**src/rtl/shdw_pkg.sv**
```systemverilog
package shdw_pkg;

   typedef enum logic [1:0] {
      CC_POS  = 2'b00,
      CC_NEG  = 2'b01,
      CC_ZERO = 2'b10
   } cc_e;

endpackage

```
**src/rtl/shdw_opsel.sv**
```systemverilog
module shdw_opsel #(
   parameter int WORD_W  = 16,
   parameter int FLD_W   = 6,
   parameter int DYN_MAX = 255,
   parameter int DW      = 2 * WORD_W,
   parameter int SH_W    = $clog2(DW),
   parameter int CNT_AW  = $clog2(DYN_MAX + 1)
)(
   input  logic [FLD_W-1:0]  fld,
   input  logic [WORD_W-1:0] wa,
   input  logic [WORD_W-1:0] wb,
   input  logic [WORD_W-1:0] wc,
   output logic [DW-1:0]     src,
   output logic [SH_W-1:0]   shamt,
   output logic              kill,
   output logic              dyn,
   output logic              bad
);

   logic [CNT_AW-1:0] amt;
   logic              negative;
   logic              above;
   logic              wide;

   assign dyn      = (fld == '0);
   assign src      = dyn ? {wc, wb} : {wb, wa};
   assign negative = wa[WORD_W-1];
   assign above    = (wa > WORD_W'(DYN_MAX));
   assign bad      = dyn && (negative || above);
   assign amt      = dyn ? wa[CNT_AW-1:0] : CNT_AW'(fld);
   assign wide     = (amt > CNT_AW'(DW - 1));
   assign kill     = bad || wide;
   assign shamt    = amt[SH_W-1:0];

endmodule

```
**src/rtl/shdw_barrel.sv**
```systemverilog
module shdw_barrel #(
   parameter int DW   = 32,
   parameter int SH_W = $clog2(DW)
)(
   input  logic [DW-1:0]   din,
   input  logic [SH_W-1:0] amt,
   input  logic            right,
   input  logic            kill,
   output logic [DW-1:0]   dout
);

   logic [DW-1:0] fwd;
   logic [DW-1:0] bwd;
   logic [DW-1:0] stg [0:SH_W];

   // A right shift is a left shift of the bit-reversed word.
   for (genvar i = 0; i < DW; i++) begin : g_rev_in
      assign fwd[i] = right ? din[DW-1-i] : din[i];
   end

   assign stg[0] = fwd;

   for (genvar s = 0; s < SH_W; s++) begin : g_stage
      localparam int SH = 1 << s;
      assign stg[s+1] = amt[s] ? {stg[s][DW-1-SH:0], {SH{1'b0}}} : stg[s];
   end

   for (genvar i = 0; i < DW; i++) begin : g_rev_out
      assign bwd[i] = right ? stg[SH_W][DW-1-i] : stg[SH_W][i];
   end

   assign dout = kill ? '0 : bwd;

endmodule

```
**src/rtl/shdw_ccgen.sv**
```systemverilog
module shdw_ccgen import shdw_pkg::*; #(
   parameter int DW = 32
)(
   input  logic [DW-1:0] val,
   output logic [1:0]    cc
);

   cc_e code;

   always_comb begin
      if (val[DW-1])
         code = CC_NEG;
      else if (val == '0)
         code = CC_ZERO;
      else
         code = CC_POS;
   end

   assign cc = code;

endmodule

```
**src/rtl/shdw_stack_shifter.sv**
```systemverilog
module shdw_stack_shifter import shdw_pkg::*; #(
   parameter int WORD_W     = 16,
   parameter int FLD_W      = 6,
   parameter int DYN_MAX    = 255,
   parameter bit REGISTERED = 1'b1
)(
   input  logic              clk,
   input  logic              rst_n,
   input  logic              op_valid,
   input  logic              dir_right,
   input  logic [FLD_W-1:0]  cnt_field,
   input  logic [WORD_W-1:0] stk_a,
   input  logic [WORD_W-1:0] stk_b,
   input  logic [WORD_W-1:0] stk_c,
   output logic              res_valid,
   output logic [WORD_W-1:0] res_hi,
   output logic [WORD_W-1:0] res_lo,
   output logic              pop_one,
   output logic [1:0]        cc,
   output logic              range_err
);

   localparam int DW     = 2 * WORD_W;
   localparam int SH_W   = $clog2(DW);
   localparam int CNT_AW = $clog2(DYN_MAX + 1);

   if ((1 << SH_W) != DW) begin : g_chk_pow2
      $error("doubleword width must be a power of two");
   end
   if (DYN_MAX < DW - 1) begin : g_chk_dynmin
      $error("dynamic limit must cover every in-range shift amount");
   end
   if (DYN_MAX >= (1 << (WORD_W - 1))) begin : g_chk_dynmax
      $error("dynamic limit must be positive in a signed word");
   end
   if (((1 << FLD_W) - 1) > DYN_MAX) begin : g_chk_fld
      $error("count field must not exceed the dynamic limit");
   end

   logic [DW-1:0]   src;
   logic [SH_W-1:0] shamt;
   logic            kill;
   logic            dyn;
   logic            bad;
   logic [DW-1:0]   shifted;
   logic [1:0]      cc_nxt;

   shdw_opsel #(
      .WORD_W (WORD_W),
      .FLD_W  (FLD_W),
      .DYN_MAX(DYN_MAX),
      .DW     (DW),
      .SH_W   (SH_W),
      .CNT_AW (CNT_AW)
   ) u_opsel (
      .fld  (cnt_field),
      .wa   (stk_a),
      .wb   (stk_b),
      .wc   (stk_c),
      .src  (src),
      .shamt(shamt),
      .kill (kill),
      .dyn  (dyn),
      .bad  (bad)
   );

   shdw_barrel #(
      .DW  (DW),
      .SH_W(SH_W)
   ) u_barrel (
      .din  (src),
      .amt  (shamt),
      .right(dir_right),
      .kill (kill),
      .dout (shifted)
   );

   shdw_ccgen #(
      .DW(DW)
   ) u_ccgen (
      .val(shifted),
      .cc (cc_nxt)
   );

   if (REGISTERED) begin : g_reg
      logic            vld_q;
      logic [DW-1:0]   res_q;
      logic            pop_q;
      logic [1:0]      cc_q;
      logic            err_q;

      always_ff @(posedge clk or negedge rst_n) begin
         if (!rst_n) begin
            vld_q <= 1'b0;
            res_q <= '0;
            pop_q <= 1'b0;
            cc_q  <= CC_POS;
            err_q <= 1'b0;
         end else begin
            vld_q <= op_valid;
            if (op_valid) begin
               res_q <= shifted;
               pop_q <= dyn;
               cc_q  <= cc_nxt;
               err_q <= bad;
            end
         end
      end

      assign res_valid = vld_q;
      assign res_hi    = res_q[DW-1:WORD_W];
      assign res_lo    = res_q[WORD_W-1:0];
      assign pop_one   = pop_q;
      assign cc        = cc_q;
      assign range_err = err_q;
   end else begin : g_comb
      logic unused_clk_rst;
      assign unused_clk_rst = clk ^ rst_n;

      assign res_valid = op_valid;
      assign res_hi    = shifted[DW-1:WORD_W];
      assign res_lo    = shifted[WORD_W-1:0];
      assign pop_one   = dyn;
      assign cc        = cc_nxt;
      assign range_err = bad;
   end

endmodule

```
**config.mk**
```make
export PLATFORM = sky130hd
export DESIGN_NAME = shdw_stack_shifter
export DESIGN_NICKNAME = d
export VERILOG_FILES = /design/src/rtl/shdw_pkg.sv /design/src/rtl/shdw_opsel.sv /design/src/rtl/shdw_barrel.sv /design/src/rtl/shdw_ccgen.sv /design/src/rtl/shdw_stack_shifter.sv
export SDC_FILE = /design/constraint.sdc
export NUM_CORES = 1
export LEC_CHECK = 0
export ABC_AREA = 1
export BUFFER_PORTS_ARGS = -buffer_cell sky130_fd_sc_hd__buf_4
export CAP_MARGIN = 20
export CORE_MARGIN = 5
export CORE_UTILIZATION = 51
export CTS_CLUSTER_DIAMETER = 50
export DETAILED_ROUTE_END_ITERATION = 7
export GPL_TIMING_DRIVEN = 0
export PLACE_DENSITY = 0.87
export SKIP_LAST_GASP = 1
export SYNTH_ARGS = -nofsm -noshare
export SYNTH_HDL_FRONTEND = slang
export SYNTH_SLANG_ARGS = --single-unit
```
**constraint.sdc**
```tcl
create_clock -name clk -period 0.8 [get_ports clk]
set_input_delay 0.04 -clock clk [delete_from_list [all_inputs] [get_ports clk]]
set_output_delay 0.04 -clock clk [all_outputs]
set_load 0.05 [all_outputs]
```
==> results of run 1 <==
## metal layers
metal,global-route usage [%],overflow
met2,128,628
met4,109,185
met5,68.8,19
met3,86.7,66
met1,91.1,34
## cells by family after synthesis
group	Yosys count	share of synthesized area [%]
AOI/OAI and AO/OA	73	8.82
buffers and inverters	81	7.98
DFF	36	20.8
and+or+nand+nor	576	62.4
## metrics by stage
step	worst slack, ns	setup TNS, ns	hold WS (ns)
3_3_place_gp	-1.80	-48.64	0.000963
4_1_cts	-1.27	-36.36	0.0670
2_1_floorplan	-0.999	-26.06	-0.256
3_5_place_dp	-1.80	-49.66	0.0246
## what timing repair did
item | in CTS
cloned | 7
buffers inserted | 26
endpoints found under the setup margin | 72
pin swaps | 41
hold buffers | 3
endpoints found under the hold margin | 38
gates resized for setup | 250
==> results.toml, run 1 <==
[place]
port_buffers = 94
place_inst = 965
place_congestion = 1.13
placedInstanceArea_um2 = 5430
dp_hpwl_mm = 15.7

[die]
fp-row-count = 33
dieWidth_um = 102
initial_core_util_pct = 52.4
dieHeight_um = 102
pin_count = 95

[clock_tree]
cts_sinks = 36
root_buffer = "clkbuf_8"
clockBufferDepth = 2
cts_buffers = 5
cts.htree.levels = 2

[logic_synthesis]
synth_nets = 824
ys_seq_area_share_pct = 20.8
ys_ff_latch = 36
synth_cell_types = 26
syn_inst = 766
yosysWarnings = 0
yosysMostFrequentCell = "nand3_1"
syn_avg_cell_area_um2 = 5.65
synth_area_um2 = 4330
postSynth.asyncResetShare_pct = 100
synth_top_cell_by_area = "nand3_1"
synth.area.top_cells = "nand3_1, dfrtp_1, nand2_1"
synth_edf_count = 0
ys.flop_type = "dfrtp_1"
yosysTopAreaCellShare_pct = 39.7
synth_common_cells = "nand3_1, nand2_1, dfrtp_1"

[global_routing]
grt_usage_pct = 102
grt_start_max_net_pins = 37
grt-ovfl-total = 932

[timing]
worst_endpoint_kind = "sequential cell input"
grt_repair_worst_endpoint = "cc[1]$_DFFE_PN0P_/D"

[run_status]
stop_stage = "global routing (5_1_grt)"
status = "aborted with a tool error"
error_line = "[ERROR GRT-0232] Routing congestion too high. Check the congestion heatmap in the GUI."
==> inputs of run 2 (changes only) <==
CORE_UTILIZATION = 40   (was 51)
CTS_CLUSTER_DIAMETER = default   (was 50)
PLACE_DENSITY = default   (was 0.87)
PLACE_DENSITY_LB_ADDON = 0.15   (was default)
clock period = 1.04 ns   (was 0.8 ns; I/O delays follow)
==> run 2 against run 1 <==
Against the previous run:
- the flow now finishes, with violations (DRC, setup timing)
- area after synthesis unchanged
- synthesized cell count unchanged
==> results.toml, run 2 <==
[worst_setup_path]
regToRegStartpoint = "cc[0]"
cp-startpoint = "cnt_field[1]"
rrSetupSlack_ns = 0.34
r2r_cells = 2
cpPeakStageDelay_ns = 0.49
crit_type = "input port to register"
crit_arrival_ns = 2.42
crit_end = "cc[1]"
path_cells = "buf_4 > nor2_4 > buf_4 > nand3_1 > inv_1 > a31oi_2 > clkbuf_1 > nand4_1 > a21oi_2 > nand2_2 > nand2_2 > nor2_2 > nand3_2 > nor2_2 > nand2_1 > nand2_1"
startpoint_type = "input port"
required_ns = 1.24
cp-end-kind = "register"
slowest_stage = "clkbuf_1"
reg2reg_to = "cc[0]"
critPathMaxFanout = 10

[place]
place_congestion = 1.05
dp_worst_setup_slack_ns = -1.68
placedInstanceArea_um2 = 5470
port_buffers = 94
dp_hpwl_mm = 16.8

[final_layout]
nNetsFinal = 947
final_util_pct = 66.7
finalInstanceArea_um2 = 7140
area_growth_pct = 65.0
largest_register_ff_count = 31
diodes = 0
drive_above_1_share_pct = 51.5
final_common_cell = "nand3_2"
final_cell_mix = "nand3_2, nand3_1, nand2_1"
top_register = "g_reg.res_q"

[worst_hold_path]
hold_path_class = "input port to register"

[timing]
rsz0062_at_grt = "true"
relSlewSlack_pct = 51.7
tns_ns = -27.86
clock-skew-final_ns = 0
worst_slack_ns = -1.18
drv_slew = 0
fin_hold_ws_ns = 0.153
period_needed_ns = 2.22
worst_slew_pin_slew_ns = 0.725
min_period_over_period_pct = 213
final_hold_viol_count = 0
fmax_ghz = 0.451
setup_viol = 33

[logic_synthesis]
synth_common_cells = "nand3_1, nand2_1, dfrtp_1"
synth_edf_count = 0
syn_avg_cell_area_um2 = 5.65
ys_ff_latch = 36
syn_inst = 766
synth_top_cell_by_area = "nand3_1"
synth_area_um2 = 4330
ys.flop_type = "dfrtp_1"
yosysWarnings = 0
synth_nets = 824
ys_seq_area_share_pct = 20.8
postSynth.asyncResetShare_pct = 100
yosysTopAreaCellShare_pct = 39.7
synth_cell_types = 26
synth.area.top_cells = "nand3_1, dfrtp_1, nand2_1"
yosysMostFrequentCell = "nand3_1"

[die]
coreArea_um2 = 10700
pin_count = 95
initial_core_util_pct = 40.4
dieHeight_um = 114
dieArea_um2 = 13000
dieWidth_um = 114
fp-row-count = 38

[global_routing]
grt_start_max_net_pins = 37
grt_usage_pct = 33.0
grt_pass1_wl_mm = 33.8
first_global_vias = 6278
antenna_found_initial = 0
grt-ovfl-total = 0

[route]
finalWirelength_mm = 23.1
num_vias = 6876
ant_nets = 0
route.detailed.drc = 2
initialDrtViolationCount = 1106
wl_per_cell_um = 22.4
first_pass_iters = 8
post_drt_via_cell_ratio = 6.68

[clock_tree]
root_buffer = "clkbuf_8"
clockBufferDepth = 2
cts_sinks = 36
cts.htree.levels = 2
cts_buffers = 5
cts_tree = "built"
clock_latency_ns = 0.30
clk_pin_slew_ns = 0.08

[power_and_ir_drop]
leakage_nw = 3.24
p_seq_share_pct = 25.1
p_per_area_nw_per_um2 = 887
clkPwrFrac_pct = 16.3
p_sw_mw = 3.12
ir_drop_uv = 854
internal_power_mw = 3.21
combPwrFrac_pct = 58.6
switching_share_pct = 49.3

[job]
maxCapViolCount = 0

[run_status]
status = "complete, but fails checks"
violations = "DRC, setup timing"
==> run 2: cell counts after synthesis <==
Identical to the previous run, type by type.
==> run 2: critical path, delay by kind of cell <==
kind,cells,cell delay [ns]
compound gates,2,0.58
simple gates,10,0.94
buf+inv,4,0.82
==> run 2: cell families after synthesis <==
logic type / count (synthesis) / synth area share, %
AND/OR/NAND/NOR: 576 / 62.4
AO/OA/AOI/OAI: 73 / 8.82
flip-flops: 36 / 20.8
buffers and inverters: 81 / 7.98
==> run 2: final cells by class <==
type                    instances  area (µm²)
inverters                      19        73.8
flip-flops and latches         36         901
fillers                       920        3560
repair buffers                117         975
well taps                     140         175
multi-input cells             649        4530
plain buffers                  61         399
clock buffers                   5        68.8
clock inverters                 3        18.8
==> run 2: routing by layer <==
layer  wire [µm]  track usage, %
met2       10100            49.1
met1        9100            47.2
met3        3160            9.07
met4         662            8.23
met5           0               0
==> run 2: repair_timing <==
item	4_1_cts	5_1_grt
pin swaps	41	53
buffers inserted	12	5
hold buffers	2	0
setup endpoints to repair	35	33
endpoints found under the hold margin	39	0
cloned	5	0
gates resized for setup	195	162
==> run 2: how the worst min path moves through the flow <==
stage | endpoint | slack, ns | startpoint | cells after the start
final | g_reg.res_q[13] | 0.15 | op_valid | 4
after CTS | g_reg.res_q[13] | 0.14 | op_valid | 4
after floorplan | cc[0] | -0.24 | rst_n | 0
after global placement | g_reg.res_q[12] | 0.01 | rst_n | 1
after global routing | g_reg.res_q[13] | 0.18 | op_valid | 4
after detailed placement | g_reg.res_q[12] | 0.04 | rst_n | 1
==> run 2: power groups by stage <==
| stage | sequential, mW | combinational, mW | clock, mW |
|---|---|---|---|
| after floorplan | 2.03 | 1.45 | 0 |
| after global placement | 1.60 | 2.83 | 0 |
| after detailed placement | 1.61 | 2.83 | 0 |
| after CTS | 1.59 | 3.24 | 1.05 |
| after global routing | 1.60 | 3.89 | 1.11 |
| final | 1.59 | 3.71 | 1.03 |
==> run 2: stage by stage <==
step           power (mW)  std cells
2_1_floorplan        3.48        766
3_3_place_gp         4.43       1000
3_5_place_dp         4.45       1000
4_1_cts              5.88       1026
5_1_grt              6.60       1030
6_report             6.33       1030
(Power assumes the default switching activity.)
==> inputs of run 3 (changes only) <==
CORE_ASPECT_RATIO = 1.75   (was default)
==> run 3 against run 2 <==
Against the previous run:
- the run now fails in global routing (5_1_grt)
- synthesized cell count unchanged
- area after synthesis unchanged
==> results.toml, run 3 <==
[timing]
worst_endpoint_kind = "sequential cell input"
grt_repair_worst_endpoint = "cc[1]$_DFFE_PN0P_/D"

[global_routing]
grt_start_max_net_pins = 37
grt_usage_pct = 50.6
grt-ovfl-total = 1

[die]
dieHeight_um = 148
fp-row-count = 50
initial_core_util_pct = 40.7
pin_count = 95
dieWidth_um = 88.6

[run_status]
status = "aborted with a tool error"
error_line = "[ERROR GRT-0232] Routing congestion too high. Check the congestion heatmap in the GUI."
stop_stage = "global routing (5_1_grt)"

[logic_synthesis]
ys.flop_type = "dfrtp_1"
synth_cell_types = 26
ys_seq_area_share_pct = 20.8
synth_top_cell_by_area = "nand3_1"
syn_inst = 766
synth_common_cells = "nand3_1, nand2_1, dfrtp_1"
synth.area.top_cells = "nand3_1, dfrtp_1, nand2_1"
syn_avg_cell_area_um2 = 5.65
synth_area_um2 = 4330
synth_nets = 824
yosysMostFrequentCell = "nand3_1"
synth_edf_count = 0
postSynth.asyncResetShare_pct = 100
yosysWarnings = 0
yosysTopAreaCellShare_pct = 39.7
ys_ff_latch = 36

[clock_tree]
root_buffer = "clkbuf_16"
cts.htree.levels = 2
clockBufferDepth = 2
cts_buffers = 5
cts_sinks = 36

[place]
dp_hpwl_mm = 19.0
port_buffers = 94
place_congestion = 1.07
==> run 3: logic make-up after synthesis <==
group,count (synthesis),synth area share [%]
buffers and inverters,81,7.98
flip-flops,36,20.8
AO/OA/AOI/OAI,73,8.82
AND/OR/NAND/NOR,576,62.4
==> run 3: stage by stage <==
step | utilization [%] | instance area [µm²] | cells | worst slack [ns]
2_1_floorplan | - | 4590 | 766 | -0.771
3_3_place_gp | 51.3 | 5460 | 990 | -1.78
3_5_place_dp | 51.3 | 5460 | 990 | -1.79
4_1_cts | 68.5 | 7280 | 1021 | -1.06
==> run 3: metal layers <==
layer | GRT overflow | track usage, %
met1 | 0 | 46.9
met2 | 0 | 74.6
met3 | 0 | 23.5
met4 | 1 | 55.8
met5 | 0 | 0.413
==> run 3: timing repair <==
item	in CTS
hold buffers	2
gates cloned	1
setup endpoints to repair	35
hold endpoints to repair	37
setup buffers	23
gates resized for setup	357
pin swaps	110
